[src/rtl/pm_irq_pkg.sv]
package pm_irq_pkg;
  localparam int unsigned NUM_SRC   = 7;
  localparam int unsigned DATA_W    = 32;
  localparam int unsigned ADDR_W    = 8;
  localparam logic [7:0]  CAUSE_OFS = 8'h50;
  localparam logic [7:0]  MASK_OFS  = 8'h54;
endpackage

[src/rtl/pm_irq_edge.sv]
module pm_irq_edge #(
  parameter int unsigned N = 7
) (
  input  logic         clk_i,
  input  logic         rst_ni,
  input  logic [N-1:0] lvl_i,
  output logic [N-1:0] lvl_q_o,
  output logic [N-1:0] rise_o
);
  logic [N-1:0] lvl_q;

  always_ff @(posedge clk_i or negedge rst_ni) begin
    if (!rst_ni) lvl_q <= '0;
    else         lvl_q <= lvl_i;
  end

  for (genvar g = 0; g < N; g++) begin : g_rise
    assign rise_o[g] = lvl_i[g] & ~lvl_q[g];
  end

  assign lvl_q_o = lvl_q;
endmodule

[src/rtl/pm_irq_regs.sv]
module pm_irq_regs #(
  parameter int unsigned N = 7
) (
  input  logic         clk_i,
  input  logic         rst_ni,
  input  logic [N-1:0] rise_i,
  input  logic         wr_cause_i,
  input  logic         wr_mask_i,
  input  logic [N-1:0] wdata_i,
  output logic [N-1:0] cause_o,
  output logic [N-1:0] mask_o
);
  logic [N-1:0] cause_q, cause_d;
  logic [N-1:0] mask_q;

  // hardware set overrides a software clear of the same bit
  always_comb begin
    cause_d = wr_cause_i ? wdata_i : cause_q;
    cause_d = cause_d | rise_i;
  end

  always_ff @(posedge clk_i or negedge rst_ni) begin
    if (!rst_ni) begin
      cause_q <= '0;
      mask_q  <= '0;
    end else begin
      cause_q <= cause_d;
      if (wr_mask_i) mask_q <= wdata_i;
    end
  end

  assign cause_o = cause_q;
  assign mask_o  = mask_q;
endmodule

[src/rtl/pm_irq_prio.sv]
module pm_irq_prio #(
  parameter int unsigned N     = 7,
  parameter int unsigned IDX_W = 3
) (
  input  logic [N-1:0]     pend_i,
  output logic [IDX_W-1:0] idx_o,
  output logic             vld_o
);
  // ascending scan: the last hit is the highest bit
  always_comb begin
    idx_o = '0;
    for (int i = 0; i < int'(N); i++) begin
      if (pend_i[i]) idx_o = IDX_W'(i);
    end
  end

  assign vld_o = |pend_i;
endmodule

[src/rtl/pm_irq_agg.sv]
module pm_irq_agg #(
  parameter int unsigned NUM_SRC   = pm_irq_pkg::NUM_SRC,
  parameter int unsigned DATA_W    = pm_irq_pkg::DATA_W,
  parameter int unsigned ADDR_W    = pm_irq_pkg::ADDR_W,
  parameter logic [ADDR_W-1:0] CAUSE_OFS = ADDR_W'(pm_irq_pkg::CAUSE_OFS),
  parameter logic [ADDR_W-1:0] MASK_OFS  = ADDR_W'(pm_irq_pkg::MASK_OFS),
  localparam int unsigned IDX_W    = (NUM_SRC > 1) ? $clog2(NUM_SRC) : 1
) (
  input  logic               clk_i,
  input  logic               rst_ni,
  input  logic [NUM_SRC-1:0] evt_i,
  input  logic               req_i,
  input  logic               we_i,
  input  logic [ADDR_W-1:0]  addr_i,
  input  logic [DATA_W-1:0]  wdata_i,
  output logic [DATA_W-1:0]  rdata_o,
  output logic               irq_o,
  output logic [IDX_W-1:0]   prio_idx_o,
  output logic               prio_vld_o
);
  logic [NUM_SRC-1:0] evt_q, rise;
  logic [NUM_SRC-1:0] cause_q, mask_q, pend;
  logic               sel_cause, sel_mask, wr_cause, wr_mask, rd_en;
  logic [DATA_W-1:0]  rd_mux, rdata_q;
  logic               irq_q;
  logic               unused_wdata;

  assign unused_wdata = ^wdata_i[DATA_W-1:NUM_SRC];

  assign sel_cause = (addr_i == CAUSE_OFS);
  assign sel_mask  = (addr_i == MASK_OFS);
  assign wr_cause  = req_i & we_i & sel_cause;
  assign wr_mask   = req_i & we_i & sel_mask;
  assign rd_en     = req_i & ~we_i;

  pm_irq_edge #(.N(NUM_SRC)) u_edge (
    .clk_i  (clk_i),
    .rst_ni (rst_ni),
    .lvl_i  (evt_i),
    .lvl_q_o(evt_q),
    .rise_o (rise)
  );

  pm_irq_regs #(.N(NUM_SRC)) u_regs (
    .clk_i     (clk_i),
    .rst_ni    (rst_ni),
    .rise_i    (rise),
    .wr_cause_i(wr_cause),
    .wr_mask_i (wr_mask),
    .wdata_i   (wdata_i[NUM_SRC-1:0]),
    .cause_o   (cause_q),
    .mask_o    (mask_q)
  );

  assign pend = cause_q & mask_q;

  pm_irq_prio #(.N(NUM_SRC), .IDX_W(IDX_W)) u_prio (
    .pend_i(pend),
    .idx_o (prio_idx_o),
    .vld_o (prio_vld_o)
  );

  always_comb begin
    rd_mux = '0;
    if (sel_cause)     rd_mux = DATA_W'(cause_q);
    else if (sel_mask) rd_mux = DATA_W'(mask_q);
  end

  always_ff @(posedge clk_i or negedge rst_ni) begin
    if (!rst_ni) begin
      rdata_q <= '0;
      irq_q   <= 1'b0;
    end else begin
      if (rd_en) rdata_q <= rd_mux;
      irq_q <= |pend;
    end
  end

  assign rdata_o = rdata_q;
  assign irq_o   = irq_q;
endmodule

[config.mk]
export PLATFORM = sky130hd
export DESIGN_NAME = pm_irq_agg
export DESIGN_NICKNAME = d
export VERILOG_FILES = /design/src/rtl/pm_irq_pkg.sv /design/src/rtl/pm_irq_edge.sv /design/src/rtl/pm_irq_regs.sv /design/src/rtl/pm_irq_prio.sv /design/src/rtl/pm_irq_agg.sv
export SDC_FILE = /design/constraint.sdc
export NUM_CORES = 1
export LEC_CHECK = 0
export CAP_MARGIN = 20
export CORE_UTILIZATION = 41
export DETAILED_ROUTE_END_ITERATION = 6
export PLACE_DENSITY = 0.85
export SLEW_MARGIN = 20
export SYNTH_ARGS = -nofsm -noshare
export SYNTH_HDL_FRONTEND = slang
export SYNTH_HIERARCHICAL = 1
export SYNTH_SLANG_ARGS = --single-unit
[constraint.sdc]
create_clock -name clk_i -period 3.7 [get_ports clk_i]
set_clock_uncertainty 0.05 [all_clocks]
set_input_delay 0.555 -clock clk_i [delete_from_list [all_inputs] [get_ports clk_i]]
set_output_delay 0.555 -clock clk_i [all_outputs]
set_load 0.01 [all_outputs]
==> summary.txt, run 1 <==
Floorplan
  – Core Box Area: 3470 µm²
  – Area of the die: about 4000 µm²
  – DIE WIDTH: around 63 µm
  – IO Count: between 80 and 90
  – FP Rows: 21
  – Die Height: approximately 63 µm
  – Initial Utilization: 0.445

Setup path
  – WS Path Type: reg2out
  – Crit path max fanout: 5
  – Crit path required time: 3.09 ns
  – CP Launch Type: flip-flop
  – Setup crit end kind: output port
  – CP arrival: 2.26 ns

Global route
  – First-pass GRT wire length: 4440 µm
  – Total track usage: 0.153
  – Largest net degree at the start of global routing: 30
  – Initial antenna violation count: 0
  – Vias in the first global route: around 1,000
  – Total grt overflow: 0

Logic synthesis
  – Synthesized cell area: 1540 µm²
  – Synth area leaders: dfrtp_1, buf_4, nor2b_4, mux2_2, mux2i_1
  – Yosys top cell by area: dfrtp_1
  – Largest family of logic cells by synthesized area: simple AND/OR/NAND/NOR gates
  – Async set-reset flop share out of synthesis: 1.00
  – Adder-Cell Fraction of Synth Area: 0
  – Top-area cell type share of the netlist area: 0.470
  – Post-Synth Simple-Gate Area: 0.199
  – YS warnings: 6
  – Synth Flop Type: dfrtp_1
  – Synth Area in XOR/XNOR: 0
  – Cells after synthesis: 134
  – Synth Area per Inst: 11.5 µm²
  – Library cells used by synthesis: 27
  – FF+latch count, synth: 29
  – Mux cell area share after synthesis: 0.0964
  – Sequential share of the synthesized area: 0.470
  – Number of flops mapped to enable cells by yosys: 0
  – Post-synthesis compound-gate area fraction: 0.0875

Finish
  – Non-filler instance count after layout: ~220
  – Layout area overhead: 26.9%
  – Storage element area: 726 µm²
  – Multi-input logic area: 686 µm²
  – FILL cells: 316
  – Share of post-route cells with drive strength above 1: 0.182
  – Nets: roughly 230
  – Antenna Cells: 0

Route
  – Detailed-router iteration count before antenna repair: 4
  – Vias per cell: 4.46
  – Via Count: 991
  – Residual DRC count: 0
  – Post-route ant nets: 0
  – Overall routed net length: roughly 2600 µm
  – Initial DRC Count: 20
  – Wirelength per Cell: approximately 12 µm

Power and ir drop
  – Clock network fraction of design power: 0.375
  – P_sw: 157 µW
  – Switching share of total power: 0.230
  – Leak: ~0.00089 µW
  – Pint: 525 µW
  – Gate power share: 0.139
  – Seq pwr share: 0.486
  – Worst vdd ir: about 0.23 mV
  – Pwr Density: 348 nW/µm²

Timing
  – Final slew viol count: 0
  – Achievable clock frequency: 0.350 GHz
  – Final Hold Violating Endpoints: 0
  – Final setup viols: 0
  – Final period util: 0.773
  – Final worst path period need: 2.86 ns
  – Sum of negative setup slack: 0 ns
  – RSZ-0062 raised after global routing: false

Hold path
  – Hold Crit Class: reg2reg

Outcome
  – Status: complete, no violations

Placed design
  – Placed Cells: 215
  – IO Port Bufs: 37
  – Post-DP HPWL: 1970 µm
  – GP Congestion: 0.734

Clock tree
  – Clock tree buffer depth: 2
  – Sink Count: 29
  – Hold buffers post-CTS: 0
  – CTS tree: yes
  – Clk_lat worst skew: 0.28 ns
  – Cts repair resizes: 0
  – Reg clk slew, reported paths: 0.06 ns
  – Post-CTS setup buffer count: 0
  – Htree depth: 2
  – Inserted Clock Buffers: 5
  – CTS root buffer: clkbuf_8

Job
  – Max Cap Viol: 0
[metal layers]
metal | share of wire | routed length, µm | GRT usage | vias up
met5 | 0 | 0 | 0 | -
met4 | 0.022 | 58 | 0.0767 | 0
met3 | 0.099 | 261 | 0.0761 | 6
met2 | 0.45 | 1190 | 0.239 | 52
met1 | 0.43 | 1120 | 0.172 | 441
li1 | - | - | - | 492
[power groups by stage]
stage               clock (µW)  sequential [µW]  combinational (µW)
floorplan                    0              337                60.9
global placement             0              336                94.0
detailed placement           0              337                95.1
CTS                        263              331                95.8
global route               281              332                 104
finish                     256              331                94.7
[critical path, stage by stage (launching register included)]
cell and delay [ns]:
dfrtp_1 0.39, and2_1 0.21, or3_4 0.40, or4b_1 0.49, clkdlybuf4s50_1 0.49
[placed cells by master (no fill, tap or decap), drive strengths merged]
cell            n
a211o           7
a221oi          1
and2            7
buf             3
clkbuf          7
clkdlybuf4s50  37
conb           25
dfrtp          29
inv             3
mux2            7
mux2i           7
nand2           8
nand2b          2
nand3           1
nor2            3
nor2b          14
nor3            2
nor4b           1
o31ai           8
or3             1
or4             2
or4b            1
[synth_stat cells (3+ instances only)]
cell type / count
nand2_1: 8
nor2b_4: 7
a211o_1: 3
nor2_1: 3
dfrtp_1: 29
buf_4: 25
and2_1: 6
nor2b_2: 3
mux2_2: 7
inv_1: 3
a211o_2: 4
nor2b_1: 4
o31ai_1: 8
mux2i_1: 7
[registers in the layout, indices dropped and copies added, names as in the netlist]
signal,count
u_regs/cause_o,7
rdata_o,7
u_regs/mask_o,7
u_edge/lvl_q_o,7
irq_o,1
[final cells by class]
class,instances,area share
tap,46,0.0294
multi-input combinational,97,0.350
timing repair buffer,40,0.201
sequential,29,0.370
clock buffer,7,0.0441
inverter,3,0.00575
[final timing paths]
kind / endpoint / slack [ns] / start / depth (start not counted)
setup / recovery: prio_vld_o / 0.84 / u_regs/cause_o[5] / 4
hold / removal: rdata_o[2] / 0.42 / rdata_o[2] / 2
hold reg to reg: rdata_o[2] / 0.42 / rdata_o[2] / 2
min in group asynchronous: u_edge/lvl_q_o[1] / 0.60 / rst_ni / 2
setup reg to reg: irq_o / 2.02 / u_regs/cause_o[1] / 3
max in group asynchronous: u_regs/mask_o[3] / 2.73 / rst_ni / 2
[through the flow]
step / total power (µW) / util / setup WS [ns] / area (µm²) / hold slack (ns)
6_report: 682 / 0.565 / 0.840 / 1960 / 0.423
5_1_grt: 717 / 0.565 / 0.765 / 1960 / 0.460
4_1_cts: 690 / 0.565 / 0.815 / 1960 / 0.431
3_5_place_dp: 432 / 0.540 / 1.08 / 1870 / 0.419
3_3_place_gp: 430 / 0.540 / 1.12 / 1870 / 0.412
2_1_floorplan: 398 / - / 1.56 / 1630 / 0.209
[kinds of logic after synthesis]
| kind of cell | Yosys count |
|---|---|
| AND/OR/NAND/NOR | 42 |
| buffers and inverters | 32 |
| flip-flops | 29 |
| AO/OA/AOI/OAI | 16 |
| multiplexers | 14 |
| other | 1 |
No activity file was read; power rests on OpenSTA's default activity.
==> run 2, diff against run 1 <==
Settings changed: CORE_UTILIZATION 41 to 38, PLACE_DENSITY 0.85 to 0.8.
Clock period 3.7 ns to 3 ns, I/O delays scaled along.
==> run 2 against run 1 <==
Sequential power is 23% higher. Cell count up 2.3%. Die area up 7.6%. Utilization is 3.7 points lower. Total power is 28% higher. Wire length decreased by 2.9%. Register-to-register slack lost 0.69 ns. Critical endpoint unchanged. Largest cell class unchanged. Largest power group unchanged.
==> summary.txt, run 2 (synthesized netlist as in run 1, its figures left out) <==
Setup path
  – CP Launch Type: flip-flop
  – WS Path Type: reg2out
  – Crit path launch: u_regs/cause_o[5]
  – CP arrival: 2.27 ns (about the same)
  – Worst r2r src: u_regs/cause_o[1]
  – Crit path required time: 2.50 ns (-0.59 ns)
  – Crit path max fanout: 5 (unchanged)
  – Slowest stage cell, crit path: clkdlybuf4s50_1
  – Crit-path cells: and2_1 -> or3_4 -> or4b_1 -> clkdlybuf4s50_1
  – Max incr delay on CP: 0.50 ns (about the same)
  – Crit path max-delay family: simple AND/OR/NAND/NOR gates
  – FF-to-FF setup slack: 1.33 ns (-0.69 ns)
  – Crit path buffers/inverters: 1 (unchanged)
  – Setup crit end kind: output port

Route
  – Vias per cell: 4.34 (-2.7%)
  – Initial DRC Count: 17 (-15%)
  – Via Count: 986 (-0.50%)
  – Overall routed net length: 2550 µm (-2.9%)
  – Residual DRC count: 0 (unchanged)
  – Post-route ant nets: 0 (unchanged)
  – Detailed-router iteration count before antenna repair: 4 (unchanged)
  – Wirelength per Cell: 11.3 µm (-5.0%)

Finish
  – Antenna Cells: 0 (unchanged)
  – Most frequent cells in the layout: clkdlybuf4s50_1, dfrtp_1, conb_1
  – Nets: 229 (+0.88%)
  – Storage element area: 726 µm² (unchanged)
  – Multi-input logic area: 686 µm² (unchanged)
  – Layout Cell Area excl Fill: 1990 µm² (+1.7%)
  – Commonest non-fill, non-tap cell in the layout: clkdlybuf4s50_1
  – FILL cells: 347 (+9.8%)
  – Share of post-route cells with drive strength above 1: 0.201 (+0.0193)
  – Layout area overhead: 29.0%

Timing
  – Final worst path period need: 2.77 ns
  – Sum of negative setup slack: 0 ns (unchanged)
  – Min setup slack post-route: 0.228 ns (-0.611 ns)
  – Achievable clock frequency: 0.361 GHz
  – Final slew viol count: 0 (unchanged)
  – Final setup viols: 0 (unchanged)
  – Final Hold Violating Endpoints: 0 (unchanged)
  – Final period util: 0.924
  – RSZ-0062 raised after global routing: false

Power and ir drop
  – Seq pwr share: 0.468 (-0.018)
  – P_sw: 199 µW (+27%)
  – Pwr Density: 438 nW/µm² (+26%)
  – Clock network fraction of design power: 0.397 (+0.022)
  – Worst vdd ir: 0.287 mV (+23%)
  – Pint: 673 µW (+28%)
  – Gate power share: 0.135 (-0.004)
  – Total power: 872 µW (+28%)
  – Leak: 0.000905 µW (+2.1%)
  – Switching share of total power: 0.228 (-0.00253)

Clock tree
  – Hold buffers post-CTS: 0 (unchanged)
  – Sink Count: 29 (unchanged)
  – Clk_lat worst skew: 0.28 ns (about the same)
  – Cts repair resizes: 0 (unchanged)
  – Inserted Clock Buffers: 5 (unchanged)
  – Post-CTS setup buffer count: 0 (unchanged)
  – Htree depth: 2 (unchanged)
  – CTS root buffer: clkbuf_8
  – Reg clk slew, reported paths: 0.06 ns (about the same)
  – CTS tree: yes
  – Clock tree buffer depth: 2 (unchanged)

Floorplan
  – DIE WIDTH: 65.7 µm (+3.7%)
  – Core Box Area: 3770 µm² (+8.7%)
  – Die Height: 65.7 µm (+3.7%)
  – IO Count: 88 (unchanged)
  – FP Rows: 22 (+4.8%)
  – Initial Utilization: 0.409 (-0.0357)
  – Area of the die: 4320 µm² (+7.6%)

Placed design
  – Post-DP HPWL: 1900 µm (-3.4%)
  – IO Port Bufs: 37 (unchanged)
  – Post-place setup slack: 0.558 ns (-0.517 ns)
  – Placed Area: 1890 µm² (+0.93%)
  – GP Congestion: 0.762 (+3.8%)

Global route
  – Initial antenna violation count: 0 (unchanged)
  – First-pass GRT wire length: 4190 µm (-5.7%)
  – Total grt overflow: 0 (unchanged)
  – Total track usage: 0.136 (-0.0176)
  – Largest net degree at the start of global routing: 30 (unchanged)
  – Vias in the first global route: 971 (-2.6%)

Hold path
  – Hold Crit Class: reg2reg
  – Hold_sp: rdata_o[2]

Outcome
  – Status: complete, no violations

Job
  – Max Cap Viol: 0 (unchanged)
run 2: cell types whose count changed in the layout (fill, tap and decap cells not counted), sizes merged:
cell    delta
buf        +2
clkinv     +1
run 2: stage by stage:
step | hold WS (ns) | util | std cells
floorplan | 0.104 | - | 158
global placement | 0.412 | 0.501 | 219
detailed placement | 0.423 | 0.501 | 219
CTS | 0.437 | 0.528 | 227
global route | 0.482 | 0.528 | 227
finish | 0.427 | 0.528 | 227
run 2: cell type report:
type                    count  share of cell area
flip-flops and latches     29               0.364
multi-input cells          97               0.344
repair buffers             42               0.205
clock buffers               7              0.0484
well taps                  48              0.0302
inverters                   3             0.00565
clock inverters             1             0.00251
run 2: worst paths after layout:
check | cells after the start | endpoint
max in group asynchronous | 2 | u_edge/lvl_q_o[0]
worst min register to register | 2 | rdata_o[2]
worst min-delay path | 2 | rdata_o[2]
worst max register to register | 3 | irq_o
min in group asynchronous | 2 | u_edge/lvl_q_o[6]
worst max-delay path | 4 | prio_vld_o
run 2: metal layers:
layer / share of wire / up-vias / track usage
met3: 0.091 / 5 / 0.0521
met1: 0.44 / 436 / 0.158
met4: 0.017 / 0 / 0.0652
met5: 0 / - / 0
li1: - / 492 / -
met2: 0.45 / 53 / 0.217
run 2: power by group through the flow:
stage	combinational (µW)	sequential [µW]	clock, µW
finish	117	408	347
global route	129	409	373
CTS	118	408	357
detailed placement	118	415	0
global placement	118	415	0
floorplan	75.1	416	0
run 2: tightest hold or removal path: cells and delay by family, from the launching register on:
family | cells | cell delay [ns]
DFF | 1 | 0.34
and+or+nand+nor | 1 | 0.05
AOI/OAI and AO/OA | 1 | 0.05
